--- src/rtl/supv_pkg.sv ---
package supv_pkg;
    localparam int REG_W = 8;

    // control field positions
    localparam int C_CAE  = 0;
    localparam int C_OSCE = 1;
    localparam int C_WDE  = 2;
    localparam int C_WSEL = 3;
    localparam int C_TRLO = 4;
    localparam int C_TRHI = 5;
    localparam int C_BME  = 6;

    // status field positions
    localparam int S_RST  = 0;
    localparam int S_WDA  = 1;
    localparam int S_CLKA = 2;
    localparam int S_BOR  = 3;
    localparam int S_POR  = 4;
    localparam int S_WP   = 5;
    localparam int S_BATA = 6;

    typedef enum logic [1:0] {
        WD_OFF   = 2'd0,
        WD_RUN   = 2'd1,
        WD_FIRED = 2'd2
    } wd_state_t;

    typedef enum logic [1:0] {
        BT_IDLE = 2'd0,
        BT_PEND = 2'd1,
        BT_TEST = 2'd2
    } bt_state_t;
endpackage

--- src/rtl/supv_ctrl_reg.sv ---
module supv_ctrl_reg
    import supv_pkg::*;
#(
    parameter int W = REG_W
) (
    input  logic         clk,
    input  logic         rst_n,
    input  logic         wr_en,
    input  logic         wr_sel,
    input  logic [W-1:0] wr_data,
    output logic [W-1:0] ctrl_q,
    output logic         bme_rise
);
    localparam logic [W-1:0] WMASK = {1'b0, {(W-1){1'b1}}};

    logic bme_prev;
    logic ctrl_wr;

    assign ctrl_wr = wr_en & ~wr_sel;

    always_ff @(posedge clk or negedge rst_n) begin
        if (!rst_n) begin
            ctrl_q   <= '0;
            bme_prev <= 1'b0;
        end else begin
            if (ctrl_wr) begin
                ctrl_q <= wr_data & WMASK;
            end
            bme_prev <= ctrl_q[C_BME];
        end
    end

    assign bme_rise = ctrl_q[C_BME] & ~bme_prev;


    ctrl_store_chk: assert property (@(posedge clk) disable iff (!rst_n)
        ctrl_wr |=> ctrl_q[W-2:0] == $past(wr_data[W-2:0]));


    ctrl_hold_chk: assert property (@(posedge clk) disable iff (!rst_n)
        !ctrl_wr |=> $stable(ctrl_q));
endmodule

--- src/rtl/supv_stat_reg.sv ---
module supv_stat_reg
    import supv_pkg::*;
#(
    parameter int W = REG_W
) (
    input  logic         clk,
    input  logic         rst_n,
    input  logic         clr,
    input  logic [W-1:0] set_vec,
    output logic [W-1:0] stat_q
);
    logic [W-1:0] stat_d;

    always_comb begin
        stat_d = clr ? '0 : stat_q;
        stat_d = stat_d | set_vec;
    end

    always_ff @(posedge clk or negedge rst_n) begin
        if (!rst_n) begin
            stat_q <= '0;
        end else begin
            stat_q <= stat_d;
        end
    end


    stat_clear_chk: assert property (@(posedge clk) disable iff (!rst_n)
        (clr && set_vec == '0) |=> stat_q == '0);


    stat_sticky_chk: assert property (@(posedge clk) disable iff (!rst_n)
        !clr |=> (stat_q & $past(stat_q)) == $past(stat_q));
endmodule

--- src/rtl/supv_wdog.sv ---
module supv_wdog
    import supv_pkg::*;
#(
    parameter int WD_SECS = 4
) (
    input  logic clk,
    input  logic rst_n,
    input  logic wde,
    input  logic vcc_por,
    input  logic kick,
    input  logic sec_tick,
    output logic expire
);
    localparam int CNT_W = $clog2(WD_SECS + 1);
    localparam logic [CNT_W-1:0] LAST = CNT_W'(WD_SECS - 1);

    wd_state_t       state_q, state_d;
    logic [CNT_W-1:0] cnt_q, cnt_d;
    logic            kick_q;
    logic            restart;

    assign restart = vcc_por | (kick & ~kick_q);

    always_ff @(posedge clk or negedge rst_n) begin
        if (!rst_n) begin
            state_q <= WD_OFF;
            cnt_q   <= '0;
            kick_q  <= 1'b0;
        end else begin
            state_q <= state_d;
            cnt_q   <= cnt_d;
            kick_q  <= kick;
        end
    end

    always_comb begin
        state_d = state_q;
        cnt_d   = cnt_q;
        unique case (state_q)
            WD_OFF: begin
                cnt_d = '0;
                if (wde) begin
                    state_d = WD_RUN;
                end
            end
            WD_RUN: begin
                if (!wde) begin
                    state_d = WD_OFF;
                    cnt_d   = '0;
                end else if (restart) begin
                    cnt_d = '0;
                end else if (sec_tick) begin
                    if (cnt_q == LAST) begin
                        state_d = WD_FIRED;
                        cnt_d   = '0;
                    end else begin
                        cnt_d = cnt_q + 1'b1;
                    end
                end
            end
            WD_FIRED: begin
                cnt_d = '0;
                if (!wde) begin
                    state_d = WD_OFF;
                end else if (restart) begin
                    state_d = WD_RUN;
                end
            end
            default: begin
                state_d = WD_OFF;
                cnt_d   = '0;
            end
        endcase
    end

    always_comb begin
        expire = (state_q == WD_RUN) && wde && !restart && sec_tick && (cnt_q == LAST);
    end


    wd_restart_chk: assert property (@(posedge clk) disable iff (!rst_n)
        (wde && restart) |=> (state_q == WD_RUN && cnt_q == '0));


    wd_off_chk: assert property (@(posedge clk) disable iff (!rst_n)
        !wde |=> state_q == WD_OFF);


    wd_fired_hold_chk: assert property (@(posedge clk) disable iff (!rst_n)
        (state_q == WD_FIRED && wde && !restart) |=> state_q == WD_FIRED);
endmodule

--- src/rtl/supv_batt_sched.sv ---
module supv_batt_sched
    import supv_pkg::*;
(
    input  logic clk,
    input  logic rst_n,
    input  logic bme,
    input  logic bme_rise,
    input  logic osce,
    input  logic vcc_por,
    input  logic hour_tick,
    input  logic done,
    input  logic fail,
    output logic req,
    output logic set_bata
);
    bt_state_t state_q, state_d;
    logic      trig;

    assign trig = bme & (bme_rise | vcc_por | hour_tick);

    always_ff @(posedge clk or negedge rst_n) begin
        if (!rst_n) begin
            state_q <= BT_IDLE;
        end else begin
            state_q <= state_d;
        end
    end

    always_comb begin
        state_d = state_q;
        unique case (state_q)
            BT_IDLE: begin
                if (trig) begin
                    state_d = osce ? BT_TEST : BT_PEND;
                end
            end
            BT_PEND: begin
                if (!bme) begin
                    state_d = BT_IDLE;
                end else if (osce) begin
                    state_d = BT_TEST;
                end
            end
            BT_TEST: begin
                if (!bme || done) begin
                    state_d = BT_IDLE;
                end
            end
            default: state_d = BT_IDLE;
        endcase
    end

    always_comb begin
        req      = (state_q == BT_TEST);
        set_bata = (state_q == BT_TEST) && bme && done && fail;
    end


    bt_osc_chk: assert property (@(posedge clk) disable iff (!rst_n)
        $rose(req) |-> $past(osce));


    bt_abort_chk: assert property (@(posedge clk) disable iff (!rst_n)
        (req && !bme) |=> !req);
endmodule

--- src/rtl/supv_csr.sv ---
module supv_csr
    import supv_pkg::*;
#(
    parameter int WD_SECS = 4
) (
    input  logic       clk,
    input  logic       rst_n,
    input  logic       vcc_por,
    input  logic       sec_tick,
    input  logic       hour_tick,
    input  logic       wd_kick,
    input  logic       wr_en,
    input  logic       wr_sel,
    input  logic [7:0] wr_data,
    input  logic       evt_clk,
    input  logic       evt_bor,
    input  logic       evt_wp,
    input  logic       evt_rst,
    input  logic       batt_done,
    input  logic       batt_fail,
    output logic [7:0] ctrl_q,
    output logic [7:0] stat_q,
    output logic       batt_req,
    output logic [1:0] batt_trip,
    output logic       alm_n,
    output logic       wdo_n
);
    logic       bme_rise;
    logic       wd_expire;
    logic       bata_set;
    logic [7:0] set_vec;
    logic       wd_active;

    supv_ctrl_reg #(.W(REG_W)) u_ctrl (
        .clk      (clk),
        .rst_n    (rst_n),
        .wr_en    (wr_en),
        .wr_sel   (wr_sel),
        .wr_data  (wr_data),
        .ctrl_q   (ctrl_q),
        .bme_rise (bme_rise)
    );

    supv_wdog #(.WD_SECS(WD_SECS)) u_wdog (
        .clk      (clk),
        .rst_n    (rst_n),
        .wde      (ctrl_q[C_WDE]),
        .vcc_por  (vcc_por),
        .kick     (wd_kick),
        .sec_tick (sec_tick),
        .expire   (wd_expire)
    );

    supv_batt_sched u_batt (
        .clk       (clk),
        .rst_n     (rst_n),
        .bme       (ctrl_q[C_BME]),
        .bme_rise  (bme_rise),
        .osce      (ctrl_q[C_OSCE]),
        .vcc_por   (vcc_por),
        .hour_tick (hour_tick),
        .done      (batt_done),
        .fail      (batt_fail),
        .req       (batt_req),
        .set_bata  (bata_set)
    );

    always_comb begin
        set_vec         = '0;
        set_vec[S_RST]  = evt_rst;
        set_vec[S_WDA]  = wd_expire;
        set_vec[S_CLKA] = evt_clk;
        set_vec[S_BOR]  = evt_bor;
        set_vec[S_POR]  = vcc_por;
        set_vec[S_WP]   = evt_wp;
        set_vec[S_BATA] = bata_set;
    end

    supv_stat_reg #(.W(REG_W)) u_stat (
        .clk     (clk),
        .rst_n   (rst_n),
        .clr     (wr_en & wr_sel),
        .set_vec (set_vec),
        .stat_q  (stat_q)
    );

    always_comb begin
        wd_active = stat_q[S_WDA] & ctrl_q[C_WDE];
        batt_trip = ctrl_q[C_TRHI:C_TRLO];
        wdo_n     = ~(wd_active & ~ctrl_q[C_WSEL]);
        alm_n     = ~((wd_active & ctrl_q[C_WSEL]) | (stat_q[S_CLKA] & ctrl_q[C_CAE]));
    end


    pin_excl_chk: assert property (@(posedge clk) disable iff (!rst_n)
        !wdo_n |-> (stat_q[S_WDA] && !ctrl_q[C_WSEL]));


    wda_source_chk: assert property (@(posedge clk) disable iff (!rst_n)
        $rose(stat_q[S_WDA]) |-> $past(ctrl_q[C_WDE]));
endmodule

--- config.mk ---
export PLATFORM = sky130hd
export DESIGN_NAME = supv_csr
export DESIGN_NICKNAME = d
export VERILOG_FILES = /design/src/rtl/supv_pkg.sv /design/src/rtl/supv_ctrl_reg.sv /design/src/rtl/supv_stat_reg.sv /design/src/rtl/supv_wdog.sv /design/src/rtl/supv_batt_sched.sv /design/src/rtl/supv_csr.sv
export SDC_FILE = /design/constraint.sdc
export NUM_CORES = 1
export LEC_CHECK = 0
export ABC_CLOCK_PERIOD_IN_PS = 1000
export BUFFER_PORTS_ARGS = -buffer_cell sky130_fd_sc_hd__buf_2
export CORE_MARGIN = 3
export CORE_UTILIZATION = 42
export DETAILED_ROUTE_END_ITERATION = 6
export HOLD_SLACK_MARGIN = 0.06
export PLACE_DENSITY_LB_ADDON = 0.08
export SYNTH_ARGS = -nofsm -noshare
export SYNTH_HDL_FRONTEND = slang
export SYNTH_SLANG_ARGS = --single-unit
--- constraint.sdc ---
create_clock -name clk -period 1 [get_ports clk]
set_input_delay 0.1 -clock clk [delete_from_list [all_inputs] [get_ports clk]]
set_output_delay 0.1 -clock clk [all_outputs]
set_load 0.005 [all_outputs]
* Word-level counts from Yosys, hierarchy flattened
Cells that the tools add are included.
** Storage, ports and cells
- Flip-flop bits (word level) :: 24
- Bits of input ports :: 22
- Output and inout port bits :: 21
- Word-level logic and storage cells :: 76
** Operators by class
- $add $sub $neg :: 1
- Equality and inequality tests :: 14
- Mux-type cells :: 20
- Bitwise gates (word level) :: 20
- Reduce and logical (&&, ||, !) cells :: 14
** Operators by type and width (count)
- $mux 2 :: 12
- $mux 3 :: 5
- $ne 3x3->1 const B :: 4
- $pmux 2 s3 :: 2
- $and 1x1->1 :: 9
- $mux 8 :: 1
- $or 8x7->8 :: 1
- $logic_and 1x1->1 :: 7
- $not 1->1 :: 6
- $reduce_and 5->1 :: 1
- $eq 2x1->1 const B :: 2
- $eq 2x2->1 const B :: 2
- $logic_not 2->1 :: 2
- $ne 2x1->1 const B :: 2
- $ne 4x3->1 const B :: 1
- $or 1x1->1 :: 4
- $add 3x1->3 const B :: 1
- $eq 3x2->1 const B :: 1
- $ne 3x2->1 const B :: 1
- $reduce_and 3->1 :: 1
- $logic_not 1->1 :: 2
- $ne 2x2->1 const B :: 1
- $logic_or 1x1->1 :: 1

* Logic depth before layout (Yosys ltp)
- Depth in word-level cells :: 8
- Gate-level depth with buffers :: 4
- Depth with buffers taken out :: 4

* By module
From an unflattened synthesis, not the netlist that was laid out.
** Unflattened totals
- Cells, all modules :: 82
- Area total of the unflattened synthesis :: 1073.5 um^2
** By module, submodules not included
- supv_ctrl_reg :: times used 1, cells each 20, area an instance 347.8 um^2, seq. area each 200.2 um^2
- supv_wdog :: times used 1, cells each 29, area an instance 307.8 um^2, seq. area each 150.1 um^2
- supv_stat_reg :: times used 1, cells each 17, area an instance 264.0 um^2, seq. area each 200.2 um^2
- supv_batt_sched :: times used 1, cells each 10, area an instance 112.6 um^2, seq. area each 50.0 um^2
- supv_csr :: times used 1, cells each 6, area an instance 41.3 um^2, seq. area each 0.0 um^2

* Worst setup path before layout
Ideal clock, no wire load.
- Kind :: register to register
- From :: register u_wdog.cnt_q[0]
- To :: register u_wdog.state_q[1]
- Setup time :: 0.120 ns
- Data arrival time :: 0.910 ns
- Required time :: 0.880 ns
- Slack :: -0.030 ns
- Cell stages (with the launch flop) :: 5
- Buffers on the path :: 0
- Clock period less this slack :: 1.030 ns
- Cell sequence :: dfrtp_1 -> ha_1 -> nand2_2 -> nor4b_2 -> o211a_1
** On the way
- Cells in the longest elaborated chain, start to end :: 3
** RTL lines
- start, declared :: line supv_wdog.sv:18 : logic [CNT_W-1:0] cnt_q, cnt_d;
- start signal, assigned :: line supv_wdog.sv:31 : cnt_q <= cnt_d;
- $eq 3x2->1 :: line supv_wdog.sv:53 : if (cnt_q == LAST) begin
- $ne 3x3->1 (no source line)
- $reduce_and 5->1 (no source line)
- end signal, assigned :: line supv_wdog.sv:30 : state_q <= state_d;
- end, declared :: line supv_wdog.sv:17 : wd_state_t state_q, state_d;
Every way passes these cells.
A chain may end at the register's enable or synchronous reset.

* Final worst setup path
- From :: register u_ctrl.ctrl_q[2]
- To :: output port alm_n
** On the way
- Cells in the longest elaborated chain, start to end :: 4
** RTL lines
- start, declared :: line supv_ctrl_reg.sv:11 : output logic [W-1:0] ctrl_q,
- start signal, assigned :: line supv_ctrl_reg.sv:27 : ctrl_q <= wr_data & WMASK;
- $and 1x1->1 :: line supv_csr.sv:88 : wd_active = stat_q[S_WDA] & ctrl_q[C_WDE];
- $and 1x1->1 :: line supv_csr.sv:91 : alm_n = ~((wd_active & ctrl_q[C_WSEL]) | (stat_q[S_CLKA] & ctrl_q[C_CAE]));
- $or 1x1->1 :: line supv_csr.sv:91
- $not 1->1 :: line supv_csr.sv:91
- end, declared :: line supv_csr.sv:25 : output logic alm_n,
Every way passes these cells.

==> run metrics <==
xor and xnor area share after synthesis 0%; DRT iter0 DRCs 23; Worst Setup SP u_ctrl.ctrl_q[2]; R2R Path Start u_wdog.cnt_q[0]; #FFs+latches synth 23; P_int 1500 uW; Final nets 167; Design Power 2010 uW; worst reg-to-reg setup slack -110 ps; Skew-Pair Late Insertion Delay roughly 310 ps; Crit Path Class flop to output pin; Chip Height around 56 um; total wire length approximately 2200 um; post-DP HPWL around 1400 um; hold path depth 3; number of global-route vias before repair slightly below 800; Worst Setup Slack, final -214 ps; CP Buf/Inv Count 2; Worst path slowest cell dfrtp_1; Post-Route Utilization 66.7%; vias per cell between 4 and 5; initial core utilization between 40 and 50%; layout cell share with drive strength beyond 1 51.7%; Sw Ratio 25.3%; Slew HR 66.6%; Worst Tran Pin Value ~500 ps; Clk pwr share between 20 and 25%; Critical Path AT about 1100 ps; initial antenna violation count 0; Compound-Gate Fraction of Synth Area 11.2%; Area Growth Syn to Fin 46.2%; Distinct cells, synth 28; Max-cap violations 0; register share of total power a little over half; Die ar. roughly 0.0031 sq mm; Leakage between 0.0007 and 0.0008 uW; Mean Syn Cell Area between 10 and 15 sq um; largest family of logic cells by synthesized area simple AND/OR/NAND/NOR gates; Core ar. approximately 0.0023 sq mm; outcome finished, violations left; final hold vios 0; Required @ worst endpoint about 900 ps; Worst Clk Skew between 7 and 8 ps; RSZ-0062 raised after global routing yes; met2 WL ~1000 um; DR WL met3 between 150 and 200 um; Final ANT Viol Nets 0; htree depth 1; post-synthesis mux area share around 10%; worst hold path type primary input to flop; dominant synthesized flop cell dfrtp_1; fmax around 800 MHz; CP Capture Type output pin; drt drc 0; Post-synth ARST share 100%; Filler cells around 180; power per cell area around 1300 mW/mm^2; reg2reg end u_wdog.state_q[1]; Logic pwr share between 20% and 30%; total track usage ~14%; most common cell after layout, fill and taps aside buf_2; EDFF count, synth 0; TritonCTS sink count 23; sequential area share after synthesis 54.9%; GP Congestion approximately 0.70; Post-Synth Simple-Gate Area between 15 and 20%; standard-cell rows 17; total of warnings raised by yosys 0; failing checks negative setup slack; Ant. Diodes 0; Setup crit start kind flop; top cell family by delay on the critical path flip-flops; WP depth 3; top sig layer met4; # setup viols final 10; Net Switching ~500 uW; largest net degree at the start of global routing 24; first-pass GRT wire length about 3500 um; Max Fanout on Critical Path 3; Max VDD drop just under 1 mV; Worst-path clk slew between 100 and 150 ps; Max Slew Vio Count 0; CTS Root Cell clkbuf_4; GRT overflow 0; synthesized cell area about 0.0010 sq mm; CP Cell Sequence buf_6 > a32oi_1 > buf_2; met1 WL 965 um; IO Port Bufs 39; Synth Area in Adders around 1.2%; max incr delay on CP 410 ps; CTS tree done; CTS buffer count 3; R2R cell count 4; die width about 56 um; Clock Path Buffers 2; Worst Hold Path EP u_wdog.cnt_q[1]; Vias 820; DR WL/cell between 10 and 15 um; fin crit period approximately 1200 ps; HP Start sec_tick; Cells after Synth 80; most frequent cells in the layout buf_2 (39), dfrtp_1 (23), dlygate4sd3_1 (15), buf_4 (11), mux2_4 (7); Final period util 121%; Top-Level Pins 43; First-pass DRT Iterations 4
-- what timing repair did --
| action | in CTS | in global routing |
|---|---|---|
| hold buffers | 15 | 0 |
| gates resized for setup | 2 | 8 |
| endpoints found under the hold margin | 37 | 0 |
| pin swaps | 3 | 3 |
| endpoints found under the setup margin | 12 | 18 |
| buffers inserted | 3 | 6 |
-- power groups by stage --
stage	Clock [uW]	Sequential, uW	Combinational [uW]
after floorplan	0	1100	222
after global placement	0	1100	366
after detailed placement	0	1110	369
after CTS	438	1090	450
after global routing	489	1100	555
final	412	1080	511
-- layer usage --
layer | up-vias | GRT usage (%)
met5 | - | 0
met4 | 0 | 7.12
met3 | 5 | 3.48
met2 | 38 | 21.2
met1 | 377 | 18.9
li1 | 400 | -
-- kinds of logic after synthesis --
family | count (synthesis)
buffers and inverters | 9
AOI/OAI and AO/OA | 14
and+or+nand+nor | 25
DFF | 23
muxes | 7
other | 1
adders and majority gates | 1
-- cell usage after synthesis, types with 2 or more instances --
| library cell | n | share of area (%) |
|---|---|---|
| dfrtp_1 | 23 | 55 |
| a21o_1 | 4 | 2.9 |
| nand3b_1 | 3 | 2.1 |
| nor4b_2 | 2 | 2.9 |
| a21boi_2 | 2 | 2.1 |
| nand2_1 | 5 | 1.8 |
| nand2b_1 | 3 | 1.8 |
| nor2_1 | 3 | 1.1 |
| buf_4 | 7 | 5.0 |
| mux2_4 | 7 | 10 |
| nor2b_1 | 4 | 2.4 |
-- how the worst max path moves through the flow --
stage                     slack (ps)           endpoint
after global placement           -70  u_wdog.state_q[1]
after CTS                       -240              alm_n
final                           -210              alm_n
after global routing            -320              alm_n
after floorplan                  0.3  u_wdog.state_q[1]
after detailed placement         -90  u_wdog.state_q[1]
-- layout make-up --
class | count | area [sq um] | share of cell area (%)
well taps | 28 | 35.0 | 2.29
flip-flops and latches | 23 | 576 | 37.6
repair buffers | 66 | 439 | 28.7
clock buffers | 4 | 26.3 | 1.71
multi-input cells | 49 | 453 | 29.6
inverters | 1 | 3.75 | 0.245
-- metrics by stage --
stage	cell area (sq um)	hold WS, ps	setup TNS [ps]	std cells	worst slack, ps
after global placement	1240	105	-179	143	-70.8
after CTS	1450	60.4	-1130	165	-237
after global routing	1530	79.7	-1830	171	-323
after floorplan	1050	-196	0	81	0.331
final	1530	95.2	-891	171	-214
after detailed placement	1240	102	-262	143	-92.7
-- flip-flops by register name, summed over array words and instances (netlist names) --
name             count
u_wdog.kick_q        1
u_batt.state_q       2
u_wdog.state_q       2
u_stat.stat_q        7
u_wdog.cnt_q         3
u_ctrl.bme_prev      1
u_ctrl.ctrl_q        7
-- worst min-delay path, stage by stage --
cell and delay (ps):
buf_2 130, nand3_1 90, a21boi_2 60
(Power assumes the default switching activity.)
